`src/rtl/fcl_pkg.sv`:
```
package fcl_pkg;

    typedef enum logic [3:0] {
        ST_LEN_REQ,
        ST_LEN_WAIT,
        ST_CHECK,
        ST_RST,
        ST_SETTLE,
        ST_LEAD,
        ST_DATA_REQ,
        ST_DATA_WAIT,
        ST_DATA_TX,
        ST_TRAIL,
        ST_WAIT_DONE,
        ST_OK,
        ST_ERR_LEN,
        ST_ERR_TO
    } fcl_state_e;

    typedef struct packed {
        logic        req;
        logic        bank;
        logic [15:0] addr;
    } fcl_mem_cmd_t;

    localparam int LEN_BYTES      = 4;
    localparam int LEAD_BITS      = 8;
    localparam int LEAD_BYTES     = LEAD_BITS / 8;
    localparam int TRAIL_BITS_MIN = 47;
    localparam int TRAIL_BYTES    = (TRAIL_BITS_MIN + 7) / 8;
    localparam int DUMMY_CW       = 3;

    function automatic int max3(input int a, input int b, input int c);
        int m;
        m = (a > b) ? a : b;
        return (m > c) ? m : c;
    endfunction

endpackage

```
`src/rtl/fcl_spi_byte.sv`:
```
module fcl_spi_byte #(
    parameter int DIV = 2
) (
    input  logic       clk,
    input  logic       rst,
    input  logic       start,
    input  logic [7:0] din,
    output logic       sck,
    output logic       mosi,
    output logic       busy,
    output logic       done
);
    localparam int CW = $clog2(DIV + 1);

    logic [CW-1:0] cnt;
    logic [2:0]    bits;
    logic [7:0]    sh;

    always_ff @(posedge clk) begin
        done <= 1'b0;
        if (rst) begin
            sck  <= 1'b1;
            mosi <= 1'b0;
            busy <= 1'b0;
            cnt  <= '0;
            bits <= '0;
            sh   <= '0;
        end else if (start && !busy) begin
            sh   <= din;
            mosi <= din[7];
            sck  <= 1'b0;
            cnt  <= '0;
            bits <= '0;
            busy <= 1'b1;
        end else if (busy) begin
            if (cnt == CW'(DIV - 1)) begin
                cnt <= '0;
                if (!sck) begin
                    sck <= 1'b1;
                end else if (bits == 3'd7) begin
                    busy <= 1'b0;
                    done <= 1'b1;
                end else begin
                    sck  <= 1'b0;
                    bits <= bits + 3'd1;
                    mosi <= sh[6];
                    sh   <= {sh[6:0], 1'b0};
                end
            end else begin
                cnt <= cnt + CW'(1);
            end
        end
    end

endmodule

```
`src/rtl/fcl_ctrl.sv`:
```
module fcl_ctrl
    import fcl_pkg::*;
#(
    parameter int          RST_CYCLES    = 16,
    parameter int          SETTLE_CYCLES = 64,
    parameter int          DONE_TIMEOUT  = 1000,
    parameter int          MAX_LEN       = 65536,
    parameter logic [15:0] LEN_ADDR      = 16'h00B0
) (
    input  logic         clk,
    input  logic         rst,
    input  logic         reload,
    output fcl_mem_cmd_t mem_cmd,
    input  logic [7:0]   mem_rdata,
    input  logic         mem_rvalid,
    output logic         tx_start,
    output logic [7:0]   tx_byte,
    input  logic         tx_done,
    output logic         cs_n,
    output logic         reset_n,
    input  logic         fpga_done,
    output logic         configured,
    output logic         err_len,
    output logic         err_timeout
);
    localparam int CNT_MAX = max3(RST_CYCLES, SETTLE_CYCLES, DONE_TIMEOUT);
    localparam int CNT_W   = $clog2(CNT_MAX + 1);
    localparam int IDX_W   = $clog2(LEN_BYTES);

    fcl_state_e          state;
    logic [IDX_W-1:0]    idx;
    logic [31:0]         len;
    logic [16:0]         addr;
    logic [CNT_W-1:0]    cnt;
    logic [DUMMY_CW-1:0] dcnt;

    always_ff @(posedge clk) begin
        mem_cmd.req <= 1'b0;
        tx_start    <= 1'b0;
        if (rst) begin
            state       <= ST_LEN_REQ;
            idx         <= '0;
            len         <= '0;
            addr        <= '0;
            cnt         <= '0;
            dcnt        <= '0;
            mem_cmd     <= '0;
            tx_byte     <= '0;
            cs_n        <= 1'b1;
            reset_n     <= 1'b1;
            configured  <= 1'b0;
            err_len     <= 1'b0;
            err_timeout <= 1'b0;
        end else begin
            unique case (state)
                ST_LEN_REQ: begin
                    mem_cmd.req  <= 1'b1;
                    mem_cmd.bank <= 1'b0;
                    mem_cmd.addr <= LEN_ADDR + 16'(idx);
                    state        <= ST_LEN_WAIT;
                end
                ST_LEN_WAIT: if (mem_rvalid) begin
                    len[8*idx +: 8] <= mem_rdata;
                    if (idx == IDX_W'(LEN_BYTES - 1)) begin
                        state <= ST_CHECK;
                    end else begin
                        idx   <= idx + IDX_W'(1);
                        state <= ST_LEN_REQ;
                    end
                end
                ST_CHECK: begin
                    if (len > 32'(MAX_LEN)) begin
                        err_len <= 1'b1;
                        state   <= ST_ERR_LEN;
                    end else begin
                        reset_n <= 1'b0;
                        cnt     <= '0;
                        state   <= ST_RST;
                    end
                end
                ST_RST: begin
                    if (cnt == CNT_W'(RST_CYCLES - 1)) begin
                        reset_n <= 1'b1;
                        cnt     <= '0;
                        state   <= ST_SETTLE;
                    end else begin
                        cnt <= cnt + CNT_W'(1);
                    end
                end
                ST_SETTLE: begin
                    if (cnt == CNT_W'(SETTLE_CYCLES - 1)) begin
                        tx_start <= 1'b1;
                        tx_byte  <= 8'h00;
                        dcnt     <= '0;
                        state    <= ST_LEAD;
                    end else begin
                        cnt <= cnt + CNT_W'(1);
                    end
                end
                ST_LEAD: if (tx_done) begin
                    if (dcnt != DUMMY_CW'(LEAD_BYTES - 1)) begin
                        dcnt     <= dcnt + DUMMY_CW'(1);
                        tx_start <= 1'b1;
                    end else begin
                        cs_n <= 1'b0;
                        addr <= '0;
                        dcnt <= '0;
                        if (len == 32'd0) begin
                            tx_start <= 1'b1;
                            tx_byte  <= 8'h00;
                            state    <= ST_TRAIL;
                        end else begin
                            state <= ST_DATA_REQ;
                        end
                    end
                end
                ST_DATA_REQ: begin
                    mem_cmd.req  <= 1'b1;
                    mem_cmd.bank <= 1'b1;
                    mem_cmd.addr <= addr[15:0];
                    state        <= ST_DATA_WAIT;
                end
                ST_DATA_WAIT: if (mem_rvalid) begin
                    tx_start <= 1'b1;
                    tx_byte  <= mem_rdata;
                    addr     <= addr + 17'd1;
                    state    <= ST_DATA_TX;
                end
                ST_DATA_TX: if (tx_done) begin
                    if (32'(addr) == len) begin
                        tx_start <= 1'b1;
                        tx_byte  <= 8'h00;
                        dcnt     <= '0;
                        state    <= ST_TRAIL;
                    end else begin
                        state <= ST_DATA_REQ;
                    end
                end
                ST_TRAIL: if (tx_done) begin
                    if (dcnt == DUMMY_CW'(TRAIL_BYTES - 1)) begin
                        cs_n  <= 1'b1;
                        cnt   <= '0;
                        state <= ST_WAIT_DONE;
                    end else begin
                        dcnt     <= dcnt + DUMMY_CW'(1);
                        tx_start <= 1'b1;
                    end
                end
                ST_WAIT_DONE: begin
                    if (fpga_done) begin
                        configured <= 1'b1;
                        state      <= ST_OK;
                    end else if (cnt == CNT_W'(DONE_TIMEOUT - 1)) begin
                        err_timeout <= 1'b1;
                        state       <= ST_ERR_TO;
                    end else begin
                        cnt <= cnt + CNT_W'(1);
                    end
                end
                ST_OK, ST_ERR_LEN, ST_ERR_TO: if (reload) begin
                    configured  <= 1'b0;
                    err_len     <= 1'b0;
                    err_timeout <= 1'b0;
                    idx         <= '0;
                    len         <= '0;
                    state       <= ST_LEN_REQ;
                end
                default: state <= ST_LEN_REQ;
            endcase
        end
    end

endmodule

```
`src/rtl/fpga_cfg_loader.sv`:
```
module fpga_cfg_loader
    import fcl_pkg::*;
#(
    parameter int          CLK_DIV       = 2,
    parameter int          RST_CYCLES    = 16,
    parameter int          SETTLE_CYCLES = 64,
    parameter int          DONE_TIMEOUT  = 1000,
    parameter int          MAX_LEN       = 65536,
    parameter logic [15:0] LEN_ADDR      = 16'h00B0,
    parameter int          KEYS          = 8
) (
    input  logic            clk,
    input  logic            rst,
    input  logic            reload,
    output logic            mem_req,
    output logic            mem_bank,
    output logic [15:0]     mem_addr,
    input  logic [7:0]      mem_rdata,
    input  logic            mem_rvalid,
    output logic            spi_sck,
    output logic            spi_mosi,
    output logic            spi_cs_n,
    output logic            fpga_reset_n,
    input  logic            fpga_done,
    output logic            done_led,
    output logic            configured,
    output logic            err_len,
    output logic            err_timeout,
    input  logic [KEYS-1:0] key_in,
    output logic [KEYS-1:0] key_out
);
    fcl_mem_cmd_t mem_cmd;
    logic         tx_start;
    logic [7:0]   tx_byte;
    logic         tx_done;
    logic         tx_busy;

    fcl_ctrl #(
        .RST_CYCLES   (RST_CYCLES),
        .SETTLE_CYCLES(SETTLE_CYCLES),
        .DONE_TIMEOUT (DONE_TIMEOUT),
        .MAX_LEN      (MAX_LEN),
        .LEN_ADDR     (LEN_ADDR)
    ) u_ctrl (
        .clk        (clk),
        .rst        (rst),
        .reload     (reload),
        .mem_cmd    (mem_cmd),
        .mem_rdata  (mem_rdata),
        .mem_rvalid (mem_rvalid),
        .tx_start   (tx_start),
        .tx_byte    (tx_byte),
        .tx_done    (tx_done),
        .cs_n       (spi_cs_n),
        .reset_n    (fpga_reset_n),
        .fpga_done  (fpga_done),
        .configured (configured),
        .err_len    (err_len),
        .err_timeout(err_timeout)
    );

    fcl_spi_byte #(.DIV(CLK_DIV)) u_spi (
        .clk  (clk),
        .rst  (rst),
        .start(tx_start),
        .din  (tx_byte),
        .sck  (spi_sck),
        .mosi (spi_mosi),
        .busy (tx_busy),
        .done (tx_done)
    );

    assign mem_req  = mem_cmd.req;
    assign mem_bank = mem_cmd.bank;
    assign mem_addr = mem_cmd.addr;
    assign done_led = fpga_done;

    for (genvar k = 0; k < KEYS; k++) begin : g_keygate
        assign key_out[k] = key_in[k] & configured;
    end

endmodule

```
`config.mk`:
```
export PLATFORM = sky130hd
export DESIGN_NAME = fpga_cfg_loader
export DESIGN_NICKNAME = d
export VERILOG_FILES = /design/src/rtl/fcl_pkg.sv /design/src/rtl/fcl_spi_byte.sv /design/src/rtl/fcl_ctrl.sv /design/src/rtl/fpga_cfg_loader.sv
export SDC_FILE = /design/constraint.sdc
export NUM_CORES = 1
export LEC_CHECK = 0
export BUFFER_PORTS_ARGS = -buffer_cell sky130_fd_sc_hd__buf_2
export CAP_MARGIN = 10
export CORE_ASPECT_RATIO = 0.75
export CORE_MARGIN = 10
export CORE_UTILIZATION = 40
export CTS_CLUSTER_SIZE = 30
export DETAILED_ROUTE_END_ITERATION = 10
export PLACE_DENSITY = 0.62
export SYNTH_ARGS = -nofsm -noshare
export SYNTH_HDL_FRONTEND = slang
export SYNTH_SLANG_ARGS = --single-unit
```
`constraint.sdc`:
```
create_clock -name clk -period 4.8 [get_ports clk]
set_input_delay 0.72 -clock clk [delete_from_list [all_inputs] [get_ports clk]]
set_output_delay 0.72 -clock clk [all_outputs]
set_load 0.01 [all_outputs]
```
==> flow_metrics.env <==
export IMPL_status="completed"
export IMPL_die_x_um=158
export IMPL_powerDensity_nw_per_um2=366
export IMPL_netlist_area_leader_share=0.404
export IMPL_pre_cts_ws_ns=1.95
export IMPL_fillers=1318
export IMPL_drt_total_wl_mm=15.1
export IMPL_holdBufCountCts=0
export IMPL_setup_ws_ns=1.83
export IMPL_cts_clk_slew_worst_paths_ns=0.06
export IMPL_numPortBuffers=54
export IMPL_syn_cell_area_um2=5750
export IMPL_viasPerCell=5.61
export IMPL_grt_pass1_wl_mm=25.2
export IMPL_grt_max_degree=49
export IMPL_cts_tree="built"
export IMPL_finalCritPeriodShare=0.618
export IMPL_max_freq_ghz=0.337
export IMPL_synth_nets=705
export IMPL_path_cells="nand4bb_1 -> o2bb2a_1 -> nor3_1 -> and3_1 -> xnor2_1 -> nor2_1"
export IMPL_place_inst=872
export IMPL_hold_viol=0
export IMPL_startpoint_type="flop"
export IMPL_io_pins=55
export IMPL_slew_headroom=0.233
export IMPL_cts_sinks=116
export IMPL_cts_root_buf="clkbuf_16"
export IMPL_clock_latency_ns=0.42
export IMPL_synth_top_flop_cell="dfxtp_1"
export IMPL_hp_class="flop to flop"
export IMPL_die_area_um2=19600
export IMPL_yosysTopAreaCell="dfxtp_1"
export IMPL_synth_edf_count=0
export IMPL_syn_area_per_cell_um2=8.56
export IMPL_yosysWarnings=0
export IMPL_cts_buffers=17
export IMPL_coreArea_um2=13900
export IMPL_cts_setup_buffers=0
export IMPL_grt_pass1_vias=4977
export IMPL_tns_ns=0
export IMPL_async_flop_share=0
export IMPL_cts_resized=0
export IMPL_max_slew_worst_pin_slew_ns=1.14
export IMPL_slowest_stage="dfxtp_1"
export IMPL_clockBufferDepth=2
export IMPL_drv_cap=0
export IMPL_seq_area_frac_synth=0.404
export IMPL_final_area_um2=6740
export IMPL_worst_path_max_fanout=25
export IMPL_path_class="flop to flop"
export IMPL_initial_core_util=0.414
export IMPL_vias=5065
export IMPL_drtAntennaViolNets=0
export IMPL_drt_iter0_markers=418
export IMPL_die_h_um=124
export IMPL_worstPathArrival_ns=3.23
export IMPL_setup_viol=0
export IMPL_area_growth_pct=17.1
export IMPL_wl_per_cell_um=16.8
export IMPL_dr_pass1_iters=5
export IMPL_placed_area_um2=6110
export IMPL_yosys_top_cells_area="dfxtp_1, nor2_1, a22oi_1"
export IMPL_grt_overflow=0
export IMPL_track_usage=0.158
export IMPL_critPathMaxStageDelay_ns=0.80
export IMPL_synth_seq_cells=116
export IMPL_stdcell_count=903
export IMPL_finalWeightedCongestion=0.903
export IMPL_syn_inst=672
export IMPL_leakagePower_nw=2.71
export IMPL_synthDistinctLibCells=71
export IMPL_antenna_found_initial=0
export IMPL_hpwl_mm=10.8
export IMPL_antenna_cells=0
export IMPL_finalNetCount=749
export IMPL_drv_slew=0
export IMPL_max_vdd_ir_drop_mv=0.255
export IMPL_layout_drive_gt1_share=0.166
export IMPL_min_period_ns=2.97
export IMPL_num_rows=37
export IMPL_cts_max_level=4
export IMPL_worstPathRequired_ns=5.06
export IMPL_endpoint_kind="flop"
export IMPL_total_power_mw=2.47
export IMPL_rsz0062_at_grt="no"
export IMPL_drc=0
export IMPL_final_setup_skew_ns=0.0124
## final timing paths
kind | from | depth (start not counted) | slack, ns | end
worst min register to register | u_spi.cnt[1] | 2 | 0.44 | u_spi.cnt[1]
worst max-delay path | u_ctrl.state[2] | 6 | 1.83 | u_ctrl.addr[9]
worst max register to register | u_ctrl.state[2] | 6 | 1.83 | u_ctrl.addr[9]
worst min-delay path | u_spi.cnt[1] | 2 | 0.44 | u_spi.cnt[1]
## metal layers
metal / wire [um] / up-vias / GRT usage
met2: 6510 / 127 / 0.241
met1: 7600 / 2417 / 0.218
met3: 931 / 12 / 0.0417
met4: 109 / 0 / 0.0398
met5: 0 / - / 0
li1: - / 2509 / -
## per-stage QoR
stage / hold slack [ns] / util
final: 0.441 / 0.485
after global routing: 0.461 / 0.485
after CTS: 0.444 / 0.485
after detailed placement: 0.434 / 0.440
after global placement: 0.424 / 0.440
after floorplan: 0.415 / -
## cells by family (layout without fill, tap and decap cells)
logic type | after synthesis | in the layout | share of synthesized area
multiplexers | 22 | 22 | 0.0389
adder cells (fa/ha/maj) | 12 | 12 | 0.0261
XOR/XNOR | 32 | 32 | 0.0487
AND/OR/NAND/NOR | 300 | 300 | 0.272
AO/OA/AOI/OAI | 146 | 146 | 0.175
flip-flops | 116 | 116 | 0.404
buffers and inverters | 44 | 100 | 0.0348
## power breakdown
part	internal, mW	leakage, nW	switching (mW)
Sequential	0.974	0.936	0.0177
Combinational	0.0436	1.48	0.0871
Clock	0.871	0.296	0.473
Total	1.89	2.71	0.578
## sequential cells by signal (all words and copies together), names as in the netlist
name,count
u_ctrl.len,32
u_ctrl.mem_cmd,18
u_ctrl.addr,17
u_ctrl.cnt,10
u_ctrl.tx_byte,8
u_spi.sh,7
u_ctrl.state,4
u_ctrl.dcnt,3
u_spi.bits,3
u_ctrl.idx,2
u_spi.cnt,2
u_ctrl.configured,1
u_ctrl.cs_n,1
u_ctrl.err_len,1
u_ctrl.err_timeout,1
u_ctrl.reset_n,1
u_ctrl.tx_start,1
u_spi.busy,1
u_spi.done,1
u_spi.mosi,1
u_spi.sck,1
## area by class of cell
cell class	count	area, um^2	area share
Clock inverter	14	204	0.0303
Clock buffer	17	425	0.0632
Timing Repair Buffer	57	293	0.0435
Tap cell	175	219	0.0325
Sequential cell	116	2320	0.345
Inverter	12	45.0	0.00669
Multi-Input combinational cell	512	3230	0.479
## synthesized netlist by cell type, types with 5 or more instances
cell	n
dfxtp_1	116
nor2_1	98
nand2_1	56
a22oi_1	40
a21oi_1	32
xor2_1	25
nand3_1	24
mux2i_1	19
nor3_1	19
clkbuf_1	18
o21ai_0	13
a211oi_1	12
ha_1	12
inv_1	12
and2_1	11
and3_1	11
nor4_1	11
nand2b_1	8
nand3b_1	8
o22ai_1	7
or2_2	7
xnor2_1	7
buf_2	6
a21o_1	5
nor2b_1	5
or4_1	5
## placed cells by master (no fill, tap or decap), types with 17 or more instances in the layout
cell type / instances
dfxtp_1: 116
nor2_1: 98
nand2_1: 56
buf_2: 54
a22oi_1: 40
a21oi_1: 32
xor2_1: 25
nand3_1: 24
nor3_1: 19
mux2i_1: 19
clkbuf_16: 17
## critical path, delay by kind of cell, from the launching register on
kind             cells  cell delay, ns
XOR/XNOR             1            0.13
AND/OR/NAND/NOR      4            1.33
AO/OA/AOI/OAI        1            0.55
flip-flops           1            0.80
(Power assumes the default switching activity.)
